$ cat src/rtl/sfd_pkg.sv
package sfd_pkg;

    localparam int CODE_W  = 8;
    localparam int LEN_W   = 5;
    localparam int LEN_MAX = 10;
    localparam int ADDR_W  = 2;

    typedef enum logic [1:0] {
        FT_UNDER = 2'd0,
        FT_OVER  = 2'd1,
        FT_WIN   = 2'd2,
        FT_WIN_B = 2'd3
    } ftype_e;

    typedef struct packed {
        logic [CODE_W-1:0] lo_lim;
        logic [CODE_W-1:0] hi_lim;
        logic [CODE_W-1:0] hyst;
        ftype_e            ftype;
        logic              logic_mode;
        logic [LEN_W-1:0]  flen;
    } cfg_t;

endpackage

$ cat src/rtl/sfd_cfg.sv
module sfd_cfg
    import sfd_pkg::*;
(
    input  logic              clk,
    input  logic              rst_n,
    input  logic              we,
    input  logic [ADDR_W-1:0] addr,
    input  logic [CODE_W-1:0] wdata,
    output cfg_t              cfg
);

    cfg_t cfg_d, cfg_q;

    always_comb begin
        cfg_d = cfg_q;
        if (we) begin
            case (addr)
                2'd0: cfg_d.lo_lim = wdata;
                2'd1: cfg_d.hi_lim = wdata;
                2'd2: cfg_d.hyst   = wdata;
                default: begin
                    cfg_d.ftype      = ftype_e'(wdata[1:0]);
                    cfg_d.logic_mode = wdata[2];
                    cfg_d.flen       = wdata[3 +: LEN_W];
                end
            endcase
        end
    end

    always_ff @(posedge clk or negedge rst_n) begin
        if (!rst_n) cfg_q <= '0;
        else        cfg_q <= cfg_d;
    end

    assign cfg = cfg_q;

endmodule

$ cat src/rtl/sfd_compare.sv
module sfd_compare
    import sfd_pkg::*;
(
    input  logic [CODE_W-1:0] sample,
    input  logic              logic_in,
    input  cfg_t              cfg,
    input  logic              fault_q,
    output logic              raw_bad
);

    logic [CODE_W:0]   lo_sum;
    logic [CODE_W-1:0] lo_eff;
    logic [CODE_W-1:0] hi_eff;
    logic              under;
    logic              over;

    always_comb begin
        lo_sum = {1'b0, cfg.lo_lim} + {1'b0, cfg.hyst};
        if (fault_q) begin
            lo_eff = lo_sum[CODE_W] ? '1 : lo_sum[CODE_W-1:0];
            hi_eff = (cfg.hyst > cfg.hi_lim) ? '0 : cfg.hi_lim - cfg.hyst;
        end else begin
            lo_eff = cfg.lo_lim;
            hi_eff = cfg.hi_lim;
        end
        under = sample < lo_eff;
        over  = sample > hi_eff;
        if (cfg.logic_mode) begin
            raw_bad = logic_in;
        end else begin
            case (cfg.ftype)
                FT_UNDER: raw_bad = under;
                FT_OVER:  raw_bad = over;
                default:  raw_bad = under | over;
            endcase
        end
    end

endmodule

$ cat src/rtl/sfd_filter.sv
module sfd_filter
    import sfd_pkg::*;
(
    input  logic             clk,
    input  logic             rst_n,
    input  logic             tick,
    input  logic             raw_bad,
    input  logic [LEN_W-1:0] flen,
    output logic             fault_q
);

    typedef struct packed {
        logic             fault;
        logic [LEN_W-1:0] cnt;
    } filt_t;

    filt_t st_d, st_q;
    logic [LEN_W-1:0] len_eff;
    logic [LEN_W:0]   cnt_inc;

    always_comb begin
        len_eff = (flen > LEN_W'(LEN_MAX)) ? LEN_W'(LEN_MAX) : flen;
        cnt_inc = {1'b0, st_q.cnt} + 1'b1;
        st_d    = st_q;
        if (raw_bad != st_q.fault) begin
            if (len_eff == '0) begin
                st_d.fault = raw_bad;
                st_d.cnt   = '0;
            end else if (tick) begin
                if (cnt_inc >= {1'b0, len_eff}) begin
                    st_d.fault = raw_bad;
                    st_d.cnt   = '0;
                end else begin
                    st_d.cnt = cnt_inc[LEN_W-1:0];
                end
            end
        end else begin
            st_d.cnt = '0;
        end
    end

    always_ff @(posedge clk or negedge rst_n) begin
        if (!rst_n) st_q <= '0;
        else        st_q <= st_d;
    end

    assign fault_q = st_q.fault;

    a_r6_cnt_bounded: assert property (@(posedge clk) disable iff (!rst_n)
        st_q.cnt <= LEN_W'(LEN_MAX));

    a_r6_count_restart: assert property (@(posedge clk) disable iff (!rst_n)
        (raw_bad == st_q.fault) |=> (st_q.cnt == '0));

    a_r5_tick_paced: assert property (@(posedge clk) disable iff (!rst_n)
        !$stable(st_q.fault) |-> $past(len_eff == '0 || tick));

    a_r7_zero_len_pass: assert property (@(posedge clk) disable iff (!rst_n)
        (len_eff == '0 && raw_bad != st_q.fault) |=> (st_q.fault == $past(raw_bad)));

endmodule

$ cat src/rtl/sfd_channel.sv
module sfd_channel
    import sfd_pkg::*;
(
    input  logic              clk,
    input  logic              rst_n,
    input  logic              tick,
    input  logic [CODE_W-1:0] sample,
    input  logic              logic_in,
    input  logic              cfg_we,
    input  logic [ADDR_W-1:0] cfg_addr,
    input  logic [CODE_W-1:0] cfg_wdata,
    output logic              fault
);

    cfg_t cfg;
    logic raw_bad;
    logic fault_q;

    sfd_cfg u_cfg (
        .clk   (clk),
        .rst_n (rst_n),
        .we    (cfg_we),
        .addr  (cfg_addr),
        .wdata (cfg_wdata),
        .cfg   (cfg)
    );

    sfd_compare u_cmp (
        .sample   (sample),
        .logic_in (logic_in),
        .cfg      (cfg),
        .fault_q  (fault_q),
        .raw_bad  (raw_bad)
    );

    sfd_filter u_filt (
        .clk     (clk),
        .rst_n   (rst_n),
        .tick    (tick),
        .raw_bad (raw_bad),
        .flen    (cfg.flen),
        .fault_q (fault_q)
    );

    assign fault = fault_q;

    a_r10_logic_zero_len: assert property (@(posedge clk) disable iff (!rst_n)
        (cfg.logic_mode && cfg.flen == '0 && !cfg_we) |=> (fault == $past(logic_in)));

endmodule

$ cat config.mk
export PLATFORM = sky130hd
export DESIGN_NAME = sfd_channel
export DESIGN_NICKNAME = d
export VERILOG_FILES = /design/src/rtl/sfd_pkg.sv /design/src/rtl/sfd_cfg.sv /design/src/rtl/sfd_compare.sv /design/src/rtl/sfd_filter.sv /design/src/rtl/sfd_channel.sv
export SDC_FILE = /design/constraint.sdc
export NUM_CORES = 1
export LEC_CHECK = 0
export BUFFER_PORTS_ARGS = -buffer_cell sky130_fd_sc_hd__buf_2
export CORE_MARGIN = 4
export CORE_UTILIZATION = 50
export CTS_BUF_LIST = sky130_fd_sc_hd__clkbuf_8
export CTS_CLUSTER_DIAMETER = 60
export DETAILED_ROUTE_END_ITERATION = 7
export PLACE_DENSITY = 0.82
export SLEW_MARGIN = 5
export SYNTH_ARGS = -nofsm -noshare
export SYNTH_HDL_FRONTEND = slang
export SYNTH_HIERARCHICAL = 1
export SYNTH_SLANG_ARGS = --single-unit
$ cat constraint.sdc
create_clock -name clk -period 3.6 [get_ports clk]
set_clock_uncertainty 0.05 [all_clocks]
set_input_delay 0.54 -clock clk [delete_from_list [all_inputs] [get_ports clk]]
set_output_delay 0.54 -clock clk [all_outputs]
set_load 0.01 [all_outputs]
==> results.md, run 1 <==
- The leftover overflow at the end of global routing is 0.
- Clock-pin slew was measured on the worst setup and hold paths at 0.09 ns.
- Setup repair after global routing could not meet its margin everywhere.
- The number of DRC markers after the initial detailed-route iteration is 259.
- The internal power of the cells totals 1.74 mW.
- The final route contains 2707 vias.
- In the final routed layout, each cell accounts on average for 20.0 um.
- The summed negative setup slack over all endpoints is -1.51 ns.
- The final total power is 2.97 mW.
- The Yosys step of the flow raised 6 warnings.
- The placer's final routability congestion estimate is 0.901.
- The count of final setup violators is 6.
- The count of buffers added on input and output ports is 23.
- For this design the top-level I/O count stands at 24.
- The number of antenna violations at the first check in global routing is 0.
- The path type of the worst setup path is reg -> reg.
- The final critical-path share of the clock period is 108%.
- Setup slack on the critical path of the routed design comes to -0.285 ns.
- The critical path data arrival time is 3.99 ns.
- The H-tree level count is 2.
- In this run the worst hold path is classified as in -> async.
- Across every metal layer, demand over resource in global routing totals 21.5%.
- Counting the buffers created by CTS gives 5.
- The TritonCTS sink count is 38.
- Sequential cells were found to cover 32.0% of the synthesized design area.
- The clock share of power is 15.4%.
- After synthesis the cells add up to 2970 sq um.
- The hold violation count in the final report came to 0.
- The flow ran to the end, but the final reports show violations.
- In this run the tightest slew margin relative to its limit is 45.2%.
- The pin count of the biggest net entering global routing is 39.
- The combinational share of power is 64.4%.
- The most common cell after layout, fill and taps aside is dfrtp_1.
- The pre-antenna-repair detailed-routing pass consisted of 7 iterations.
- The type of element launching the critical path is a flip-flop.
- The clock insertion delay at the later pin of the skew report is 0.30 ns.
- The post-synthesis to final-layout area growth is 27.3%.
- The number of flops mapped to enable cells by yosys is 0.
- Summing all multi-input logic gate instances after layout gives 2160 sq um.
- The share of total power consumed by net switching is 41.2%.
- The die is 85.1 um tall.
- The number of diodes is 0.
- The netlist uses 58 different library cells.
- The sequential share of power is 20.2%.
- In this run the deepest clock path goes through 2 buffers.
- The power density normalized to cell area is 785 nW/um^2.
- The maximum vdd drop is 0.562 mV.
- The die is 85.1 um wide.
- In the layout the commonest cells are 36 x dfrtp_1, 34 x ha_1, 33 x buf_4.
- For the pin with the worst max-slew slack, the measured transition is 0.822 ns.
- The net count reported at finish is 409.
- The filler cell count in the final layout is 352.
- The floorplan step defined a core boundary enclosing 5640 sq um.
- Counting flops and latches in the post-synthesis netlist gives 38.
- The checks that failed: negative setup slack.
- Summing all flip-flop and latch instances after layout gives 953 sq um.
- The post-synthesis net count is 348.
- The data required time at the worst endpoint is 3.71 ns.
- The number of global-route vias before repair is 2566.
- The analysis attributes to net switching a power of 1.22 mW.
- The post-route netlist has 42.8% of its cells at a drive strength greater than 1.
- The tightest hold path in the finished design has a slack of 0.282 ns.
- The first-pass GRT wire length is 12.3 mm.
- The endpoint kind of the worst setup timing path is a flip-flop.
- The initial standard-cell utilization of the core is 52.7%.
- The count of nets left with antenna violations once routing finished came out at 0.
- In the routed design, unresolved DRC markers number 0.
- The top fanout value on the critical path is 8.
- The achievable clock frequency is 257 MHz.
- The static leakage is 1.69 nW.
- The floorplan step defined a die boundary enclosing 7240 sq um.
- The row count is 27.
- In this run the mean area of a mapped cell was 10.4 sq um.
- The number of pins with negative max-slew slack in the final report was 0.
- The total length of routed wires is 8.40 mm.
- The most used flip-flop cell after synthesis is dfrtp_1.
- The detailed-placement wirelength estimate is 5.47 mm.
- The buffer type at the clock tree root is clkbuf_8.
- For this run, asynchronously set or reset flops after synthesis account for 100%.
- The CTS tree is done.
- The minimum clock period is 3.88 ns.
- After detailed routing, the number of vias per cell comes to 6.45.
- Max-cap violations in this run came to 0.
- Counting every instance in the synthesized netlist gives 286.
## critical path: stages, from the launching register on
cell      delay (ns)
dfrtp_2         0.46
ha_4            0.19
fa_2            0.40
a211oi_2        0.32
buf_4           0.18
o21bai_4        0.05
a21oi_2         0.16
xnor2_1         0.15
o22ai_1         0.12
ha_1            0.36
nand4_1         0.14
buf_4           0.17
a21oi_2         0.09
nor2_1          0.07
a21oi_2         0.16
nand3_4         0.12
xor2_2          0.17
buf_6           0.15
buf_6           0.11
nand2_2         0.05
o22ai_1         0.06
## cells by family after synthesis
kind of cell	Yosys count	share of synthesized area, %
AO/OA/AOI/OAI	79	19.2
AND/OR/NAND/NOR	65	12.7
adder cells (fa/ha/maj)	39	16.9
flip-flops	38	32.0
multiplexers	34	12.8
buffers and inverters	18	2.78
XOR/XNOR	12	3.54
other	1	0.126
## metal layers
| metal | share of wire, % | global-route usage [%] | up-vias |
|---|---|---|---|
| li1 | - | - | 1203 |
| met4 | 3.5 | 7.34 | 0 |
| met2 | 49 | 36.4 | 131 |
| met1 | 41 | 28.0 | 1340 |
| met3 | 6.0 | 3.40 | 33 |
| met5 | 0 | 0 | - |
## sequential cells by signal (all words and copies together) (netlist names)
register        flops
u_filt/st_q         5
u_cfg/cfg          32
u_filt/fault_q      1
## power groups by stage
| stage | logic (mW) | clock network, mW | registers, mW |
|---|---|---|---|
| 5_1_grt | 2.04 | 0.480 | 0.611 |
| 3_3_place_gp | 1.31 | 0 | 0.590 |
| 2_1_floorplan | 0.971 | 0 | 0.584 |
| 6_report | 1.91 | 0.457 | 0.601 |
| 4_1_cts | 1.60 | 0.460 | 0.590 |
| 3_5_place_dp | 1.37 | 0 | 0.595 |
## final timing paths
path                                      startpoint                    endpoint  depth (start not counted)  slack, ns
setup / recovery            u_cfg/cfg[8]$_DFFE_PN0P_  u_filt/st_q[1]$_DFFE_PN0P_                         20      -0.28
hold / removal                                 rst_n   u_cfg/cfg[10]$_DFFE_PN0P_                          1       0.28
setup reg to reg            u_cfg/cfg[8]$_DFFE_PN0P_  u_filt/st_q[1]$_DFFE_PN0P_                         20      -0.28
hold reg to reg            u_cfg/cfg[16]$_DFFE_PN0P_   u_cfg/cfg[16]$_DFFE_PN0P_                          1       0.47
max in group asynchronous                      rst_n    u_cfg/cfg[9]$_DFFE_PN0P_                          1       2.65
min in group clk           u_cfg/cfg[16]$_DFFE_PN0P_   u_cfg/cfg[16]$_DFFE_PN0P_                          1       0.47
## stage by stage
stage	setup WS (ns)	util [%]	instances	cell area, sq um
after floorplan	0.00507	-	286	2990
after global placement	-0.238	59.1	400	3330
after detailed placement	-0.498	59.1	400	3330
after CTS	-0.117	64.7	420	3650
after global routing	-0.428	67.1	420	3780
final	-0.285	67.1	420	3780
## cell usage after synthesis (all sizes together), types with 4 or more instances
cell type | instances | area (sq um)
nand2 | 10 | 37.5
a21oi | 10 | 53.8
nand2b | 4 | 25.0
o22ai | 13 | 81.3
xnor2 | 7 | 61.3
o21a | 5 | 37.5
nor3 | 5 | 25.0
nand3 | 8 | 45.0
xor2 | 5 | 43.8
nor2 | 15 | 58.8
nor2b | 10 | 70.1
o21ai | 16 | 80.1
mux2 | 32 | 360
inv | 14 | 52.6
dfrtp | 38 | 951
ha | 37 | 463
a21o | 4 | 31.3
a211oi | 7 | 57.6
a31oi | 6 | 37.5
## layout make-up
class / count / area share [%]
clock buffer: 6 / 2.18
sequential: 38 / 25.2
tap: 72 / 2.38
inverter: 14 / 1.39
multi-input combinational: 230 / 57.1
timing repair buffer: 58 / 10.2
clock inverter: 2 / 1.59
## repair_timing
item | CTS | global route
hold endpoints to repair | 0 | 0
resized for setup | 19 | 25
hold buffers | 0 | 0
pin swaps | 24 | 28
buffers inserted | 12 | 2
endpoints found under the setup margin | 6 | 6
(Power assumes the default switching activity.)
==> inputs of run 2 (changes only) <==
--- a/config.mk
+++ b/config.mk
@@ -12,6 +12,7 @@
 export CTS_CLUSTER_DIAMETER = 60
 export DETAILED_ROUTE_END_ITERATION = 7
 export PLACE_DENSITY = 0.82
+export REMOVE_ABC_BUFFERS = 1
 export SLEW_MARGIN = 5
 export SYNTH_ARGS = -nofsm -noshare
 export SYNTH_HDL_FRONTEND = slang
==> run 2 against run 1 <==
  * The flow still finishes with violations (negative setup slack)
  * Flip-flop and latch count is the same
  * Combinational power grew 9%
  * Worst setup slack lost 0.050 ns
  * Final area grew 2.9%
==> results.md, run 2 (synthesis gave the netlist of run 1 again) <==
- The number of DRC markers after the initial detailed-route iteration came to 237 (was 259).
- The total vias in the final route is 2822 (was 2707).
- The worst slack after detailed placement came to -0.452 ns (was -0.498 ns).
- The max capacitance violation total is 0 (unchanged).
- The detailed-placement wirelength estimate is 5.49 mm (was 5.47 mm).
- The die outline area is 7240 sq um (unchanged).
- The summed negative setup slack over all endpoints is -1.88 ns (was -1.51 ns).
- The critical path data arrival time was 4.11 ns (was 3.99 ns).
- The row count is 27 (unchanged).
- The number of pins with negative max-slew slack in the final report is 0 (unchanged).
- The H-tree level count is 2 (unchanged).
- The count of input and output buffers is 23 (unchanged).
- The TritonCTS sink count is 38 (unchanged).
- The number of I/O pins came to 24 (unchanged).
- Top library cells by usage in the layout, fill and taps aside: 43 x buf_4, 36 x dfrtp_1, 32 x mux2_2 (was 36 x dfrtp_1, 34 x ha_1, 33 x buf_4).
- The area occupied by multi-input gates was 2170 sq um (was 2160 sq um).
- The number of buffers created by CTS is 5 (unchanged).
- The CTS tree is done (unchanged).
- RSZ-0062 raised after global routing: yes (unchanged).
- The flip-flop count of the largest register after layout was 32 (unchanged).
- The clock insertion delay at the later pin of the skew report is 0.30 ns (about the same).
- The path type of the worst setup path is reg -> reg (unchanged).
- The leftover overflow at the end of global routing is 0 (unchanged).
- The worst setup slack after layout is -0.335 ns (was -0.285 ns).
- The final total power is 3.14 mW (was 2.97 mW).
- The data required time at the worst endpoint is 3.77 ns (was 3.71 ns).
- The proportion of layout cells with a drive suffix above 1 came to 45.8% (was 42.8%).
- The overall die height was 85.1 um (unchanged).
- The pin count of the biggest net entering global routing is 39 (unchanged).
- The post-placement cell area is 3420 sq um (was 3330 sq um).
- The sequential cell area is 953 sq um (unchanged).
- The width of the die is 85.1 um (unchanged).
- The type of element launching the critical path is a flip-flop (unchanged).
- The post-route standard cell area excluding fillers is 3890 sq um (was 3780 sq um).
- The placer's final routability congestion estimate was 0.911 (was 0.901).
- The worst slew margin relative to its limit was 42.8% (was 45.2%).
- The number of cell instances on the worst register-to-register path came to 17 (was 20).
- The number of global-route vias before repair is 2829 (was 2566).
- The hold violation count in the final report is 0 (unchanged).
- The buffer type at the clock tree root is clkbuf_8 (unchanged).
- The endpoint kind of the worst setup timing path was a flip-flop (unchanged).
- The global router's overall resource usage is 24.8% (was 21.5%).
- The final routed wire length divided by cell count is 21.9 um (was 20.0 um).
- Outcome: finished, violations left (unchanged).
- The type of the most critical hold path is in -> async (unchanged).
- The initial standard-cell utilization of the core was 52.7% (unchanged).
- The final critical-path share of the clock period is 109% (was 108%).
- The total core area is 5640 sq um (unchanged).
- The number of nets still failing antenna checks after routing was 0 (unchanged).
- The power density normalized to cell area is 806 nW/um^2 (was 785 nW/um^2).
- The net count reported at finish is 421 (was 409).
- The clock tree buffer depth is 2 (unchanged).
- The number of diodes was 0 (unchanged).
- The iteration count of the initial detailed-routing pass is 6 (was 7).
- The share of the core filled with cells in the final layout is 69.0% (was 67.1%).
- The filler cell count in the final layout is 342 (was 352).
- The minimum clock period was 3.93 ns (was 3.88 ns).
- The average vias per placed instance came to 6.53 (was 6.45).
- Failing checks: negative setup slack (unchanged).
- The number of antenna violations at the first check in global routing was 0 (unchanged).
- The count of final setup violators was 6 (unchanged).
- The number of buffers inserted by hold repair at cts came to 0 (unchanged).
- The static leakage came to 1.76 nW (was 1.69 nW).
- The transition time at the pin with the least slew margin is 0.859 ns (was 0.822 ns).
- The most common cell after layout, fill and taps aside is buf_4 (was dfrtp_1).
- The achievable clock frequency came to 254 MHz (was 257 MHz).
- The top fanout value on the critical path was 6 (was 8).
- The maximum vdd drop is 0.528 mV (was 0.562 mV).
- The post-detailed-route DRC marker count came to 0 (unchanged).
- The total length of routed wires came to 9.47 mm (was 8.40 mm).
- The first-pass GRT wire length came to 14.2 mm (was 12.3 mm).
- The clock transition at the register clock pins on the worst setup and hold paths after CTS came to 0.08 ns (was 0.09 ns).
- The post-synthesis to final-layout area growth is 31.0% (was 27.3%).
[run 2: changes by cell type in the layout (fill, tap and decap cells not counted), sizes merged]
cell	previous run	this run
buf	58	70
[run 2: what timing repair did]
action                     in CTS  in global routing
setup endpoints to repair       6                  6
gates resized for setup        33                 23
buffers inserted               13                  2
pin swaps                      37                 21
[run 2: final timing paths]
kind                                           startpoint                          to  slack [ns]
worst max-delay path             u_cfg/cfg[8]$_DFFE_PN0P_  u_filt/st_q[0]$_DFFE_PN0P_       -0.33
worst min-delay path                                rst_n  u_filt/fault_q$_DFFE_PN0P_        0.30
worst max register to register   u_cfg/cfg[8]$_DFFE_PN0P_  u_filt/st_q[0]$_DFFE_PN0P_       -0.33
worst min register to register  u_cfg/cfg[10]$_DFFE_PN0P_   u_cfg/cfg[10]$_DFFE_PN0P_        0.49
max in group asynchronous                           rst_n    u_cfg/cfg[9]$_DFFE_PN0P_        2.62
min in group clk                             cfg_wdata[0]    u_cfg/cfg[8]$_DFFE_PN0P_        0.49
[run 2: cell type report]
class,count,share of cell area (%)
Clock buffer,6,2.12
Clock inverter,2,1.54
Inverter,14,1.35
Multi-Input combinational cell,230,55.8
Sequential cell,38,24.5
Tap cell,72,2.31
Timing Repair Buffer,70,12.4
[run 2: critical path, cell delays in order, from the launching register on]
cell       delay, ns
dfrtp_2         0.45
ha_4            0.18
fa_2            0.37
a211oi_4        0.24
nor2_2          0.08
o41a_4          0.40
o22ai_1         0.19
ha_2            0.33
o21ai_2         0.16
o221ai_2        0.14
a2111oi_2       0.37
o21ai_1         0.15
nand3_2         0.11
xor2_1          0.18
buf_4           0.18
buf_6           0.12
nand2_2         0.05
o22ai_1         0.11
[run 2: power by group]
group | total [mW] | internal [mW] | switching, mW
Combinational | 2.09 | 1.02 | 1.07
Sequential | 0.600 | 0.510 | 0.0892
Clock | 0.454 | 0.296 | 0.158
Total | 3.14 | 1.82 | 1.31
[run 2: per-stage QoR]
| step | hold slack [ns] | std cells |
|---|---|---|
| detailed placement | 0.464 | 413 |
| finish | 0.301 | 432 |
| floorplan | 0.194 | 282 |
| global placement | 0.441 | 413 |
| global route | 0.346 | 432 |
| CTS | 0.320 | 431 |
[run 2: routing by layer]
metal | global-route usage, % | up-vias | wire (um)
met5 | 0 | - | 0
met2 | 41.7 | 158 | 4610
met4 | 15.1 | 0 | 654
li1 | - | 1229 | -
met3 | 5.24 | 61 | 614
met1 | 28.8 | 1374 | 3590
